`config.mk`:
```
export PLATFORM = sky130hd
export DESIGN_NAME = hsSupervisor
export DESIGN_NICKNAME = d
export VERILOG_FILES = /design/src/rtl/hsSupPkg.sv /design/src/rtl/hsSupDatapath.sv /design/src/rtl/hsSupControl.sv /design/src/rtl/hsSupervisor.sv
export SDC_FILE = /design/constraint.sdc
export NUM_CORES = 1
export LEC_CHECK = 0
export BUFFER_PORTS_ARGS = -buffer_cell sky130_fd_sc_hd__buf_4
export CORE_MARGIN = 2
export CORE_UTILIZATION = 43
export CTS_CLUSTER_SIZE = 25
export DETAILED_ROUTE_END_ITERATION = 10
export PLACE_DENSITY_LB_ADDON = 0.08
export SYNTH_ARGS = -nofsm -noshare
export SYNTH_HDL_FRONTEND = slang
export SYNTH_SLANG_ARGS = --single-unit
```
`constraint.sdc`:
```
create_clock -name clk -period 3.5 [get_ports clk]
set_input_delay 0 -clock clk [delete_from_list [all_inputs] [get_ports clk]]
set_output_delay 0 -clock clk [all_outputs]
set_load 0.05 [all_outputs]
```
`src/rtl/hsSupPkg.sv`:
```
package hsSupPkg;

  // Synchronized copy of every asynchronous input.
  typedef struct packed {
    logic hostRstN;
    logic pwrEn;
    logic hostUv;
    logic cardUv3;
    logic cardUv5;
    logic mainUv;
    logic ocLow;
    logic ocHigh;
    logic strap3v;
  } syncIn_t;

  localparam int SYNC_W = $bits(syncIn_t);

  // Synchronizer reset values: host reset released, power disabled.
  localparam syncIn_t SYNC_RST = '{hostRstN: 1'b1, default: 1'b0};

  // Strobes from control to datapath.
  typedef struct packed {
    logic reload;     // load full stretch period
    logic step;       // count stretch down
    logic setTrip;    // set breaker latch
    logic clearTrip;  // clear breaker latch
  } strobe_t;

endpackage

```
`src/rtl/hsSupDatapath.sv`:
```
module hsSupDatapath
  import hsSupPkg::*;
#(
  parameter int FILT_CYCLES    = 4,
  parameter int STRETCH_CYCLES = 20000
) (
  input  logic    clk,
  input  logic    rstN,
  input  syncIn_t rawIn,
  input  strobe_t strb,
  output syncIn_t syncd,
  output logic    hostLowFilt,
  output logic    stretchBusy,
  output logic    tripped,
  output logic    pwrEnRise
);

  localparam int FW = $clog2(FILT_CYCLES + 1);
  localparam int SW = $clog2(STRETCH_CYCLES + 1);
  localparam logic [FW-1:0] FILT_MAX = FW'(FILT_CYCLES);
  localparam logic [SW-1:0] STRETCH_MAX = SW'(STRETCH_CYCLES);
  localparam logic [SYNC_W-1:0] RST_VEC = SYNC_RST;

  logic [SYNC_W-1:0] rawVec, stage1, stage2;
  logic [FW-1:0] lowCnt;
  logic [SW-1:0] stretchCnt;
  logic pwrEnPrev;

  assign rawVec = rawIn;

  // Two-flop synchronizer per input bit.
  for (genvar i = 0; i < SYNC_W; i++) begin : g_sync
    always_ff @(posedge clk or negedge rstN) begin
      if (!rstN) begin
        stage1[i] <= RST_VEC[i];
        stage2[i] <= RST_VEC[i];
      end else begin
        stage1[i] <= rawVec[i];
        stage2[i] <= stage1[i];
      end
    end
  end

  assign syncd = syncIn_t'(stage2);

  // Host reset glitch filter: saturating count of consecutive low samples.
  always_ff @(posedge clk or negedge rstN) begin
    if (!rstN) begin
      lowCnt <= '0;
    end else if (syncd.hostRstN) begin
      lowCnt <= '0;
    end else if (lowCnt != FILT_MAX) begin
      lowCnt <= lowCnt + 1'b1;
    end
  end

  assign hostLowFilt = (lowCnt == FILT_MAX);

  // Minimum-width reset stretcher.
  always_ff @(posedge clk or negedge rstN) begin
    if (!rstN) begin
      stretchCnt <= STRETCH_MAX;
    end else if (strb.reload) begin
      stretchCnt <= STRETCH_MAX;
    end else if (strb.step) begin
      stretchCnt <= stretchCnt - 1'b1;
    end
  end

  assign stretchBusy = (stretchCnt != '0);

  // Breaker latch and power-enable edge detect.
  always_ff @(posedge clk or negedge rstN) begin
    if (!rstN) begin
      tripped   <= 1'b0;
      pwrEnPrev <= 1'b0;
    end else begin
      pwrEnPrev <= syncd.pwrEn;
      if (strb.setTrip) begin
        tripped <= 1'b1;
      end else if (strb.clearTrip) begin
        tripped <= 1'b0;
      end
    end
  end

  assign pwrEnRise = syncd.pwrEn & ~pwrEnPrev;

  // the filter output rises only after a low synchronized sample.
  p_filter_low_r1: assert property (@(posedge clk) disable iff (!rstN)
    $rose(hostLowFilt) |-> $past(!syncd.hostRstN));

  // a reload strobe always leaves the full period in the counter.
  p_reload_full_r9: assert property (@(posedge clk) disable iff (!rstN)
    strb.reload |=> (stretchCnt == STRETCH_MAX));

  // the breaker latch only falls after a power-enable rise.
  p_trip_clear_r6: assert property (@(posedge clk) disable iff (!rstN)
    $fell(tripped) |-> $past(pwrEnRise));

endmodule

```
`src/rtl/hsSupControl.sv`:
```
module hsSupControl
  import hsSupPkg::*;
(
  input  logic    clk,
  input  logic    rstN,
  input  syncIn_t syncd,
  input  logic    hostLowFilt,
  input  logic    stretchBusy,
  input  logic    tripped,
  input  logic    pwrEnRise,
  output strobe_t strb,
  output logic    drvEn,
  output logic    rstActive,
  output logic    statusOk
);

  logic mainFault;
  logic resetCause;

  // The main supply counts only in 5 V / mixed mode.
  assign mainFault  = syncd.mainUv & ~syncd.strap3v;

  assign resetCause = hostLowFilt | syncd.hostUv | syncd.cardUv3 |
                      syncd.cardUv5 | mainFault | ~syncd.pwrEn;

  always_comb begin
    strb.reload    = resetCause;
    strb.step      = ~resetCause & stretchBusy;
    strb.setTrip   = syncd.ocLow | syncd.ocHigh;
    strb.clearTrip = pwrEnRise;
  end

  assign rstActive = resetCause | stretchBusy;
  assign drvEn     = syncd.pwrEn & ~tripped & ~syncd.hostUv & ~mainFault;
  assign statusOk  = ~rstActive & ~tripped;

  // a latched trip keeps the drivers off.
  p_trip_gate_off_r6: assert property (@(posedge clk) disable iff (!rstN)
    tripped |-> !drvEn);

  // power-enable low keeps the drivers off and holds reset.
  p_pwr_low_r5: assert property (@(posedge clk) disable iff (!rstN)
    !syncd.pwrEn |-> (!drvEn && rstActive));

  // status is only good with the stretcher idle and no trip.
  p_status_idle_r8: assert property (@(posedge clk) disable iff (!rstN)
    statusOk |-> (!stretchBusy && !tripped));

endmodule

```
`src/rtl/hsSupervisor.sv`:
```
module hsSupervisor
  import hsSupPkg::*;
#(
  parameter int FILT_CYCLES    = 4,
  parameter int STRETCH_CYCLES = 20000
) (
  input  logic clk,
  input  logic rstN,
  input  logic hostRstInN,
  input  logic pwrEn,
  input  logic hostUv,
  input  logic cardUv3,
  input  logic cardUv5,
  input  logic mainUv,
  input  logic ocLow,
  input  logic ocHigh,
  input  logic strap3v,
  output logic drvEn,
  output logic healthyN,
  output logic sigValidN,
  output logic rstLocalN,
  output logic rstLocal
);

  syncIn_t rawIn, syncd;
  strobe_t strb;
  logic hostLowFilt, stretchBusy, tripped, pwrEnRise;
  logic rstActive, statusOk;

  always_comb begin
    rawIn.hostRstN = hostRstInN;
    rawIn.pwrEn    = pwrEn;
    rawIn.hostUv   = hostUv;
    rawIn.cardUv3  = cardUv3;
    rawIn.cardUv5  = cardUv5;
    rawIn.mainUv   = mainUv;
    rawIn.ocLow    = ocLow;
    rawIn.ocHigh   = ocHigh;
    rawIn.strap3v  = strap3v;
  end

  hsSupDatapath #(
    .FILT_CYCLES   (FILT_CYCLES),
    .STRETCH_CYCLES(STRETCH_CYCLES)
  ) dp (
    .clk        (clk),
    .rstN       (rstN),
    .rawIn      (rawIn),
    .strb       (strb),
    .syncd      (syncd),
    .hostLowFilt(hostLowFilt),
    .stretchBusy(stretchBusy),
    .tripped    (tripped),
    .pwrEnRise  (pwrEnRise)
  );

  hsSupControl ctl (
    .clk        (clk),
    .rstN       (rstN),
    .syncd      (syncd),
    .hostLowFilt(hostLowFilt),
    .stretchBusy(stretchBusy),
    .tripped    (tripped),
    .pwrEnRise  (pwrEnRise),
    .strb       (strb),
    .drvEn      (drvEn),
    .rstActive  (rstActive),
    .statusOk   (statusOk)
  );

  assign rstLocal  = rstActive;
  assign rstLocalN = ~rstActive;
  assign healthyN  = ~statusOk;
  assign sigValidN = ~statusOk;

  // the two local reset outputs are always complementary.
  p_rst_pair_r2: assert property (@(posedge clk) disable iff (!rstN)
    rstLocal != rstLocalN);

  // good status never coexists with an active local reset.
  p_status_vs_rst_r8: assert property (@(posedge clk) disable iff (!rstN)
    !healthyN |-> !rstLocal);

endmodule

```
# After elaboration in Yosys (flattened, before gate mapping)
# Cells that the tools add are included.
# totals
register_bits,38
output_inout_bits,5
wordCells,59
# classes
add_sub_neg,2
n_eq_ne,2
n_mux,6
bitwise_logic,23
n_reduce_logical,4
# op_table
cell,n
$mux W15,2
$reduce_bool A15 Y1,1
$sub A15 B1 Y15 const B,1
$not A1 Y1,9
$and A1 B1 Y1,7
$or A1 B1 Y1,7
$mux W3,2
$reduce_bool A2 Y1,3
$add A3 B1 Y3 const B,1
$eq A3 B3 Y1 const B,1
$ne A3 B3 Y1 const B,1
$mux W1,2

# Depth between registers and ports, before layout
# Gate-level depths: netlist of run 1.
# depth
depth_word,10
mapped_depth,8
ltp_nobuf,6

# Cells and area by module
# Synthesis of run 1 repeated with hierarchy kept, for this count alone.
# unflattened
cells_unflattened,133
hier_area_um2,1549.0
# by_module_without_submodules
mod,n_inst,cells_each,area_each_um2
hsSupDatapath,1,117,1447.6
hsSupControl,1,13,86.3
hsSupervisor,1,3,15.0

# Least setup slack after synthesis of run 1
# OpenSTA, ideal clock, no wires.
# synth_path
kind,register to output
startpoint,register dp.lowCnt[0]
endpoint,output sigValidN
t_arrival_ns,2.411
t_required_ns,3.500
slack_ns,1.089
stages_incl_launch_ff,9
path_buffers,2
path_cell_list,dfrtp_1 inv_1 ha_1 a211oi_1 and3_1 clkbuf_1 nand3_2 or2_1 buf_4
# synth_via
elab_chain_len,10
# synth_lines
element,line_no,source
from (decl),hsSupDatapath.sv:25,logic [FW-1:0] lowCnt;
from (signal assigned),hsSupDatapath.sv:53,lowCnt <= lowCnt + 1'b1;
$eq A3 B3 Y1,hsSupDatapath.sv:57,assign hostLowFilt = (lowCnt == FILT_MAX);
$or A1 B1 Y1 (3 in series),hsSupControl.sv:23,assign resetCause = hostLowFilt | syncd.hostUv | syncd.cardUv3 |
$or A1 B1 Y1 (2 in series),hsSupControl.sv:24,syncd.cardUv5 | mainFault | ~syncd.pwrEn;
$or A1 B1 Y1,hsSupControl.sv:33,assign rstActive = resetCause | stretchBusy;
net rstLocal,hsSupervisor.sv:22,output logic rstLocal
$not A1 Y1,hsSupControl.sv:35,assign statusOk = ~rstActive & ~tripped;
$and A1 B1 Y1,hsSupControl.sv:35,
$not A1 Y1,-,
to (decl),hsSupervisor.sv:20,"output logic sigValidN,"
# The timed path passes the listed nets, and every way through them passes these cells.

# Final worst setup path of run 1
# layout_path
startpoint,register dp.lowCnt[0]
endpoint,output sigValidN
# layout_via
elab_chain_len,10
# layout_lines
element,line_no,source
$eq A3 B3 Y1,hsSupDatapath.sv:57,
$or A1 B1 Y1 (3 in series),hsSupControl.sv:23,
$or A1 B1 Y1 (2 in series),hsSupControl.sv:24,
$or A1 B1 Y1,hsSupControl.sv:33,
$not A1 Y1,hsSupControl.sv:35,
$and A1 B1 Y1,hsSupControl.sv:35,
$not A1 Y1,hsSupervisor.sv:74,assign sigValidN = ~statusOk;
# No other way between the ends.

==> results of run 1 <==
placed cells by master (no fill, tap or decap), drive strengths merged, types with 3 or more instances in the layout:
cell and count:
inv 5, o21ai 5, nand3 6, nand2b 6
mux2i 4, nand2 12, buf 15, a21oi 9
o31ai 4, nor3 8, or4 3, ha 3
nor2 12, dfstp 7, dfrtp 31, clkbuf 6
dlygate4sd3 10, nor4 3
through the flow:
step	util	power (mW)	instances	setup slack, ns
3_5_place_dp	0.4874	0.5341	200	1.552
5_1_grt	0.5533	1.024	218	1.049
3_3_place_gp	0.4874	0.5302	200	1.614
4_1_cts	0.5533	0.9990	218	1.239
6_report	0.5533	0.9843	218	1.267
2_1_floorplan	-	0.5074	142	1.089
report_power, final:
part / internal [mW] / total, mW / switching [mW] / leakage, nW
Clock: 0.304 / 0.451 / 0.147 / 0.0714
Sequential: 0.458 / 0.469 / 0.0113 / 0.459
Combinational: 0.0313 / 0.0642 / 0.0329 / 0.312
Total: 0.793 / 0.984 / 0.191 / 0.843
area by class of cell:
cell class              count  area (µm²)  area share
clock buffers               6       82.58     0.04047
clock inverters             2       60.06     0.02943
inverters                   5       18.77    0.009197
multi-input cells          94       646.9      0.3170
flip-flops and latches     38       959.7      0.4703
well taps                  48       60.06     0.02943
repair buffers             25       212.7      0.1042
how the worst max path moves through the flow:
stage,from,to,slack (ns)
floorplan,dp.lowCnt[0]$_DFFE_PN0P_,sigValidN,1.09
global placement,dp.lowCnt[0]$_DFFE_PN0P_,dp.stretchCnt[4]$_DFFE_PN0P_,1.61
detailed placement,dp.lowCnt[0]$_DFFE_PN0P_,dp.stretchCnt[4]$_DFFE_PN0P_,1.55
CTS,dp.lowCnt[0]$_DFFE_PN0P_,sigValidN,1.24
global route,dp.lowCnt[0]$_DFFE_PN0P_,sigValidN,1.05
finish,dp.lowCnt[0]$_DFFE_PN0P_,sigValidN,1.27
routing by layer:
metal / track usage / up-vias
li1: - / 552
met1: 0.1964 / 556
met2: 0.2854 / 27
met3: 0.04600 / 2
met4: 0.06122 / 0
met5: 0 / -
worst reg2reg max path, cell delays in order (launching register included):
cell and delay (ns):
dfrtp_1 0.38, inv_1 0.06, ha_1 0.24, a211oi_1 0.29, nand3_1 0.39, a2111o_1 0.46
o21ai_0 0.07
kinds of logic after synthesis:
family                   synth area share
adder cells (fa/ha/maj)           0.02266
XOR/XNOR                         0.005288
AND/OR/NAND/NOR                    0.2440
multiplexers                      0.02417
flip-flops                         0.5793
buffers and inverters             0.03021
AO/OA/AOI/OAI                     0.09440
sequential cells by signal (all words and copies together), names as in the netlist:
name           flops
dp.stretchCnt     15
dp.stage1          9
dp.syncd           9
dp.lowCnt          3
dp.pwrEnPrev       1
dp.tripped         1
==> results.json, run 1 <==
{
  "fin_tns_setup_ns": 0,
  "first_pass_iters": 4,
  "required_ns": 3.50,
  "wl_per_cell_um": 13.52,
  "syn_to_final_growth_pct": 23.19,
  "p_per_area_nw_per_um2": 482.4,
  "r2r-start": "dp.lowCnt[0]$_DFFE_PN0P_",
  "h-tree-depth": 2,
  "diodes": 0,
  "cp-start-kind": "register",
  "worstPathArrival_ns": 2.23,
  "dr_total_vias": 1137,
  "synth_warnings": 0,
  "skew_ns": 0.007867,
  "cts-root-buf": "clkbuf_8",
  "ff2ff_setup_slack_ns": 1.54,
  "clockBufferDepth": 2,
  "core_um2": 3689,
  "path_clk_slew_ns": 0.08,
  "synth_top_area_frac": 0.4683,
  "grt_antenna_before_repair": 0,
  "path_class": "register to primary output",
  "gp_congestion": 0.7815,
  "overflow": 0,
  "cts_resized": 0,
  "grt_usage": 0.1655,
  "hold_violations": 0,
  "grt_pass1_vias": 1181,
  "tritoncts": "built",
  "final-setup-viol-count": 0,
  "drt_iter0_markers": 114,
  "rsz0062_at_grt": "no",
  "cts.sinks": 38,
  "synth_area_leaders": "dfrtp_1, dfstp_2, a21oi_1",
  "io_pins": 16,
  "rows": 22,
  "worstSkewPairLatency_ns": 0.28,
  "fin_nets": 183,
  "ys_seq_elements": 38,
  "synth_ff_type": "dfrtp_1",
  "ys_seq_area_frac": 0.5793,
  "vias_per_cell": 5.216,
  "fillers": 329,
  "post_cts_buffers": 0,
  "cp.depth": 7,
  "cp-end-kind": "primary output",
  "topRoutingLayerUsed": "met4",
  "synth-async-reset-ratio": 1.000,
  "r2r-end": "dp.stretchCnt[4]$_DFFE_PN0P_",
  "die_w_um": 66.07,
  "grt_max_degree": 39,
  "routed-wl-met3_um": 120,
  "crit_family": "simple AND/OR/NAND/NOR gates",
  "met1_length_mm": 1.256,
  "portBuffers": 15,
  "synth_area_um2": 1657,
  "max_freq_mhz": 447.9,
  "drv_cap": 0,
  "cellLeakagePower_nw": 0.8427,
  "synth-edff-count": 0,
  "dpl.hpwl_mm": 1.998,
  "worst_pin_slew_ns": 0.4658,
  "reg2reg_depth": 6,
  "yosysMostFrequentCell": "dfrtp_1",
  "fin_area_um2": 2041,
  "cpMaxStageDelayCell": "and3_1",
  "max_stage_delay_ns": 0.41,
  "synth_top_cell_by_area": "dfrtp_1",
  "synthCells": 142,
  "hold_class": "primary input to async pin",
  "ant_nets": 0,
  "period_minus_slack_ns": 2.233,
  "path_max_fanout": 9,
  "outcome": "finished clean",
  "wl_met2_mm": 1.542,
  "postCtsHoldBufs": 10,
  "yosysUniqueCellTypes": 42,
  "period_share": 0.6379,
  "cts_buffers": 5,
  "place_area_um2": 1798,
  "slew_viol_final": 0,
  "path_cells": "inv_1 > ha_1 > a211oi_1 > and3_1 > nand3_2 > or2_1 > buf_4",
  "whs_ns": 0.1960,
  "synth_common_cells": "dfrtp_1, nand2_1, nor2_1, a21oi_1, nor3_1",
  "relSlewSlack": 0.6886,
  "drc": 0,
  "drive_gt1_frac": 0.2471,
  "vdd_ir_drop_max_v": 0.0003140,
  "start_util": 0.4491,
  "timing.critical_path.buf_inv": 2,
  "syn_nets": 156,
  "grt_pass1_wl_mm": 5.347,
  "die-area_um2": 4365,
  "syn_area_per_cell_um2": 11.67,
  "wl_mm": 2.947,
  "dieHeight_um": 66.07
}
No activity file was read; power rests on OpenSTA's default activity.
==> run 2: changes to the inputs <==
--- a/config.mk
+++ b/config.mk
@@ -5,6 +5,7 @@
 export SDC_FILE = /design/constraint.sdc
 export NUM_CORES = 1
 export LEC_CHECK = 0
+export ABC_AREA = 1
 export BUFFER_PORTS_ARGS = -buffer_cell sky130_fd_sc_hd__buf_4
 export CORE_MARGIN = 2
 export CORE_UTILIZATION = 43
==> constraint.sdc (replaced) <==
create_clock -name clk -period 2.2 [get_ports clk]
set_input_delay 0 -clock clk [delete_from_list [all_inputs] [get_ports clk]]
set_output_delay 0 -clock clk [all_outputs]
set_load 0.05 [all_outputs]
==> results.json, run 2 <==
{
  "die-area_um2": 4449,
  "post_cts_buffers": 0,
  "syn_area_per_cell_um2": 9.237,
  "fin_tns_setup_ns": 0,
  "period_minus_slack_ns": 1.892,
  "cellLeakagePower_nw": 0.9712,
  "synthCells": 183,
  "synth_warnings": 0,
  "postCtsHoldBufs": 10,
  "topRoutingLayerUsed": "met4",
  "cts.sinks": 38,
  "largest_reg_flops": 15,
  "fillers": 350,
  "path_max_fanout": 6,
  "grt_pass1_vias": 1310,
  "syn_to_final_growth_pct": 22.21,
  "gp_congestion": 0.8178,
  "grt_max_degree": 39,
  "h-tree-depth": 2,
  "grt_pass1_wl_mm": 5.782,
  "required_ns": 2.20,
  "yosysUniqueCellTypes": 29,
  "syn_nets": 197,
  "cts_resized": 0,
  "drc": 0,
  "cp-start-kind": "register",
  "start_util": 0.4549,
  "overflow": 0,
  "ant_nets": 0,
  "core_um2": 3716,
  "relSlewSlack": 0.6890,
  "diodes": 0,
  "cp-end-kind": "primary output",
  "path_clk_slew_ns": 0.08,
  "cts_buffers": 5,
  "fin_area_um2": 2066,
  "vias_per_cell": 4.875,
  "die_w_um": 66.70,
  "tritoncts": "built",
  "rsz0062_at_grt": "no",
  "vdd_ir_drop_max_v": 0.0005862,
  "first_pass_iters": 5,
  "synth-edff-count": 0,
  "synth-async-reset-ratio": 1.000,
  "fin_nets": 228,
  "hold_violations": 0,
  "clockBufferDepth": 2,
  "p_per_area_nw_per_um2": 741.0,
  "wl_mm": 3.227,
  "skew_ns": 0.01042,
  "io_pins": 16,
  "drv_cap": 0,
  "cts-root-buf": "clkbuf_8",
  "dpl.hpwl_mm": 2.210,
  "met1_length_mm": 1.441,
  "drive_gt1_frac": 0.2279,
  "worstPathArrival_ns": 1.89,
  "synth_top_cell_by_area": "dfrtp_1",
  "synth_top_area_frac": 0.4589,
  "grt_antenna_before_repair": 0,
  "ys_seq_elements": 38,
  "worstSkewPairLatency_ns": 0.30,
  "drt_iter0_markers": 70,
  "final_cell_mix": "nand2_1, dfrtp_1, nor2_1, inv_1",
  "mostFrequentLayoutCell": "nand2_1",
  "period_share": 0.8599,
  "hold_class": "primary input to async pin",
  "rows": 22,
  "place_area_um2": 1852,
  "worst_pin_slew_ns": 0.4665,
  "path_class": "register to primary output",
  "grt_usage": 0.1834,
  "dr_total_vias": 1282,
  "portBuffers": 15,
  "synth_area_leaders": "dfrtp_1, dfstp_2, nand2_1",
  "final-setup-viol-count": 0,
  "slew_viol_final": 0,
  "wl_met2_mm": 1.532,
  "synth_ff_type": "dfrtp_1",
  "yosysMostFrequentCell": "nand2_1",
  "routed-wl-met3_um": 159,
  "synth_area_um2": 1690,
  "top_register": "dp.stretchCnt",
  "ys_seq_area_frac": 0.5677,
  "outcome": "finished clean",
  "synth_common_cells": "nand2_1, dfrtp_1, nor2_1, inv_1, nand3_1",
  "max_freq_mhz": 528.6,
  "dieHeight_um": 66.70,
  "wl_per_cell_um": 12.27
}
[run 2: cell families after synthesis]
| kind of cell | after synthesis | share of synthesized area |
|---|---|---|
| adder cells (fa/ha/maj) | 3 | 0.02221 |
| AND/OR/NAND/NOR | 105 | 0.3087 |
| AO/OA/AOI/OAI | 11 | 0.03405 |
| XOR/XNOR | 1 | 0.005182 |
| buffers and inverters | 25 | 0.06218 |
| flip-flops | 38 | 0.5677 |
[run 2: area by class of cell]
class / instances / area (µm²) / share of cell area
inverters: 23 / 86.33 / 0.04179
repair buffers: 26 / 220.2 / 0.1066
well taps: 48 / 60.06 / 0.02907
clock inverters: 3 / 45.04 / 0.02180
flip-flops and latches: 38 / 959.7 / 0.4646
clock buffers: 5 / 68.82 / 0.03331
multi-input cells: 120 / 625.6 / 0.3028
[run 2: where the power goes]
part	internal [mW]	switching, mW	leakage [nW]
clock network	0.337	0.264	0.0504
registers	0.742	0.0226	0.459
logic	0.0681	0.0964	0.462
[run 2: metal layers]
metal / vias to the layer above / track usage
li1: 637 / -
met1: 597 / 0.2156
met2: 39 / 0.2950
met3: 9 / 0.06081
met4: 0 / 0.09949
met5: - / 0
[run 2: path summary, 6_finish.rpt]
path                            slack (ns)                           end                          from  depth (start not counted)
worst min register to register        0.35         dp.syncd[5]$_DFF_PN0_        dp.stage1[5]$_DFF_PN0_                          0
worst max-delay path                  0.31                      healthyN  dp.stretchCnt[0]$_DFFE_PN0P_                          7
worst min-delay path                  0.20      dp.lowCnt[2]$_DFFE_PN0P_                          rstN                          2
worst max register to register        0.58  dp.stretchCnt[1]$_DFFE_PN0P_  dp.stretchCnt[0]$_DFFE_PN0P_                          9
min in group clk                      0.35        dp.stage1[5]$_DFF_PN0_                       cardUv3                          2
max in group asynchronous             1.64  dp.stretchCnt[5]$_DFFE_PN1P_                          rstN                          2
[run 2: critical path, cell delays in order (launching register included)]
cell	delay [ns]
dfrtp_1	0.41
inv_1	0.12
ha_1	0.25
nand2_2	0.13
nor2_1	0.15
nand3_2	0.11
or2_1	0.23
buf_4	0.19
[run 2: per-stage QoR]
step                      setup slack [ns]  instances  hold slack, ns  power [mW]    util
after floorplan                     0.1013        183         -0.2956      0.8735       -
final                               0.3081        263          0.2030       1.531  0.5559
after CTS                           0.2870        263          0.2105       1.544  0.5559
after detailed placement            0.5982        245        -0.01143      0.9306  0.4983
after global routing                0.1600        263          0.2504       1.602  0.5559
after global placement              0.6808        245        -0.01891      0.9187  0.4983
==> run 3: changes to the inputs <==
--- a/config.mk
+++ b/config.mk
@@ -11,6 +11,7 @@
 export CORE_UTILIZATION = 43
 export CTS_CLUSTER_SIZE = 25
 export DETAILED_ROUTE_END_ITERATION = 10
+export HOLD_SLACK_MARGIN = 0.06
 export PLACE_DENSITY_LB_ADDON = 0.08
 export SYNTH_ARGS = -nofsm -noshare
 export SYNTH_HDL_FRONTEND = slang
==> constraint.sdc (replaced) <==
create_clock -name clk -period 1.8 [get_ports clk]
set_input_delay 0 -clock clk [delete_from_list [all_inputs] [get_ports clk]]
set_output_delay 0 -clock clk [all_outputs]
set_load 0.05 [all_outputs]
==> results.json, run 3 (synthesis gave the netlist of run 2 again) <==
{
  "final-setup-viol-count": 0,
  "grt_antenna_before_repair": 0,
  "required_ns": 1.80,
  "rows": 22,
  "max_freq_mhz": 583.9,
  "skew_ns": 0.007405,
  "period_minus_slack_ns": 1.713,
  "overflow": 0,
  "drc": 0,
  "r2r-start": "dp.lowCnt[1]$_DFFE_PN0P_",
  "p_per_area_nw_per_um2": 891.3,
  "path_cells": "inv_1 > ha_4 > nand2_2 > nand2_2 > nor3_4 > nand3_4 > or2_4 > buf_8",
  "first_pass_iters": 4,
  "cts_buffers": 5,
  "hold_violations": 0,
  "drive_gt1_frac": 0.2831,
  "h-tree-depth": 2,
  "path_clk_slew_ns": 0.07,
  "switchingPower_uw": 483.3,
  "slew_viol_final": 0,
  "clockBufferDepth": 2,
  "gp_congestion": 0.7845,
  "dpl.hpwl_mm": 2.229,
  "start_util": 0.4549,
  "cp-start-kind": "register",
  "internal-power_mw": 1.455,
  "dr_total_vias": 1321,
  "worst_slack_ns": 0.08749,
  "ff2ff_setup_slack_ns": 0.29,
  "cp-end-kind": "primary output",
  "die_w_um": 66.70,
  "p_seq_frac": 0.483,
  "grt_usage": 0.1733,
  "r2r-end": "dp.stretchCnt[12]$_DFFE_PN0P_",
  "worstSkewPairLatency_ns": 0.29,
  "final_cell_mix": "nand2_1, dfrtp_1, nor2_1, inv_1, buf_4",
  "outcome": "finished clean",
  "worstPathArrival_ns": 1.71,
  "grt_pass1_wl_mm": 5.623,
  "preCtsSetupSlack_ns": 0.2091,
  "max_stage_delay_ns": 0.35,
  "drv_cap": 0,
  "ant_nets": 0,
  "period_share": 0.9514,
  "vdd_ir_drop_max_v": 0.0006221,
  "largest_reg_flops": 15,
  "cts-root-buf": "clkbuf_8",
  "grt_max_degree": 39,
  "syn_to_final_growth_pct": 28.65,
  "path_class": "register to primary output",
  "vias_per_cell": 4.948,
  "cts.sinks": 38,
  "portBuffers": 15,
  "mostFrequentLayoutCell": "nand2_1",
  "p_clk_frac": 0.370,
  "reg2reg_depth": 9,
  "diodes": 0,
  "fin_tns_setup_ns": 0,
  "cellLeakagePower_nw": 1.006,
  "core_um2": 3716,
  "die-area_um2": 4449,
  "tritoncts": "built",
  "hold_class": "primary input to async pin",
  "dp_cells": 245,
  "wl_mm": 3.231,
  "drt_iter0_markers": 93,
  "dieHeight_um": 66.70,
  "fin_cells": 267,
  "path_max_fanout": 3,
  "cpMaxStageDelayCell": "dfrtp_1",
  "swShare": 0.2493,
  "grt_pass1_vias": 1295,
  "top_register": "dp.stretchCnt",
  "final_util": 0.5852,
  "crit_top_cell": "nand2_2",
  "wl_per_cell_um": 12.10,
  "relSlewSlack": 0.6881,
  "fin_nets": 232,
  "pwr-share-comb": 0.147,
  "worst_pin_slew_ns": 0.4678,
  "io_pins": 16
}
[run 3: cell types whose count changed in the layout (fill, tap and decap cells not counted), moves of 2 or more]
| cell | change |
|---|---|
| nor2_4 | +2 |
| inv_1 | -2 |
| ha_4 | +2 |
| inv_2 | +2 |
| buf_8 | +2 |
| buf_4 | +2 |
| ha_1 | -2 |
| nand2_1 | -2 |
[run 3: critical path, delay by kind of cell (launching register included)]
family                   cells  cell delay (ns)
adder cells (fa/ha/maj)      1             0.17
buffers and inverters        2             0.23
flip-flops                   1             0.35
AND/OR/NAND/NOR              5             0.68
[run 3: how the worst max path moves through the flow]
stage                                  from   endpoint  slack (ns)
3_3_place_gp   dp.stretchCnt[0]$_DFFE_PN0P_  sigValidN        0.25
5_1_grt            dp.lowCnt[1]$_DFFE_PN0P_   healthyN      -0.008
2_1_floorplan      dp.lowCnt[0]$_DFFE_PN0P_  sigValidN       -0.04
6_report           dp.lowCnt[1]$_DFFE_PN0P_  sigValidN        0.09
3_5_place_dp   dp.stretchCnt[0]$_DFFE_PN0P_  sigValidN        0.21
4_1_cts            dp.lowCnt[0]$_DFFE_PN0P_  sigValidN       0.009
[run 3: layout make-up]
type	count	area, µm²
clock buffer	5	68.82
timing repair buffer	30	265.3
tap	48	60.06
clock inverter	3	45.04
fill	333	1541
sequential	38	959.7
multi-input combinational	120	689.4
inverter	23	86.33
[run 3: metal layers]
layer | share of wire | up-vias | wire (µm) | GRT usage
met4 | 0.021 | 0 | 68 | 0.07653
met1 | 0.44 | 632 | 1437 | 0.2136
met5 | 0 | - | 0 | 0
met3 | 0.053 | 8 | 170 | 0.05068
li1 | - | 647 | - | -
met2 | 0.48 | 34 | 1556 | 0.2813
[run 3: what timing repair did]
| action | CTS | global route |
|---|---|---|
| cloned | 0 | 0 |
| hold buffers | 10 | 0 |
| gates resized for setup | 8 | 8 |
| setup endpoints to repair | 2 | 2 |
| hold endpoints to repair | 47 | 0 |
| pin swaps | 2 | 3 |
| buffers inserted | 2 | 2 |
[run 3: metrics by stage]
stage	power (mW)	instance area (µm²)	hold slack, ns
floorplan	1.069	1707	-0.2956
global placement	1.124	1868	-0.01714
detailed placement	1.138	1868	-0.01332
CTS	1.906	2120	0.2106
global route	2.041	2175	0.2493
finish	1.938	2175	0.2038
[run 3: power by group through the flow]
stage,Sequential [mW],Combinational [mW],Clock (mW)
5_1_grt,0.942,0.324,0.775
3_3_place_gp,0.949,0.175,0
2_1_floorplan,0.945,0.124,0
3_5_place_dp,0.953,0.185,0
6_report,0.936,0.284,0.717
4_1_cts,0.937,0.232,0.738
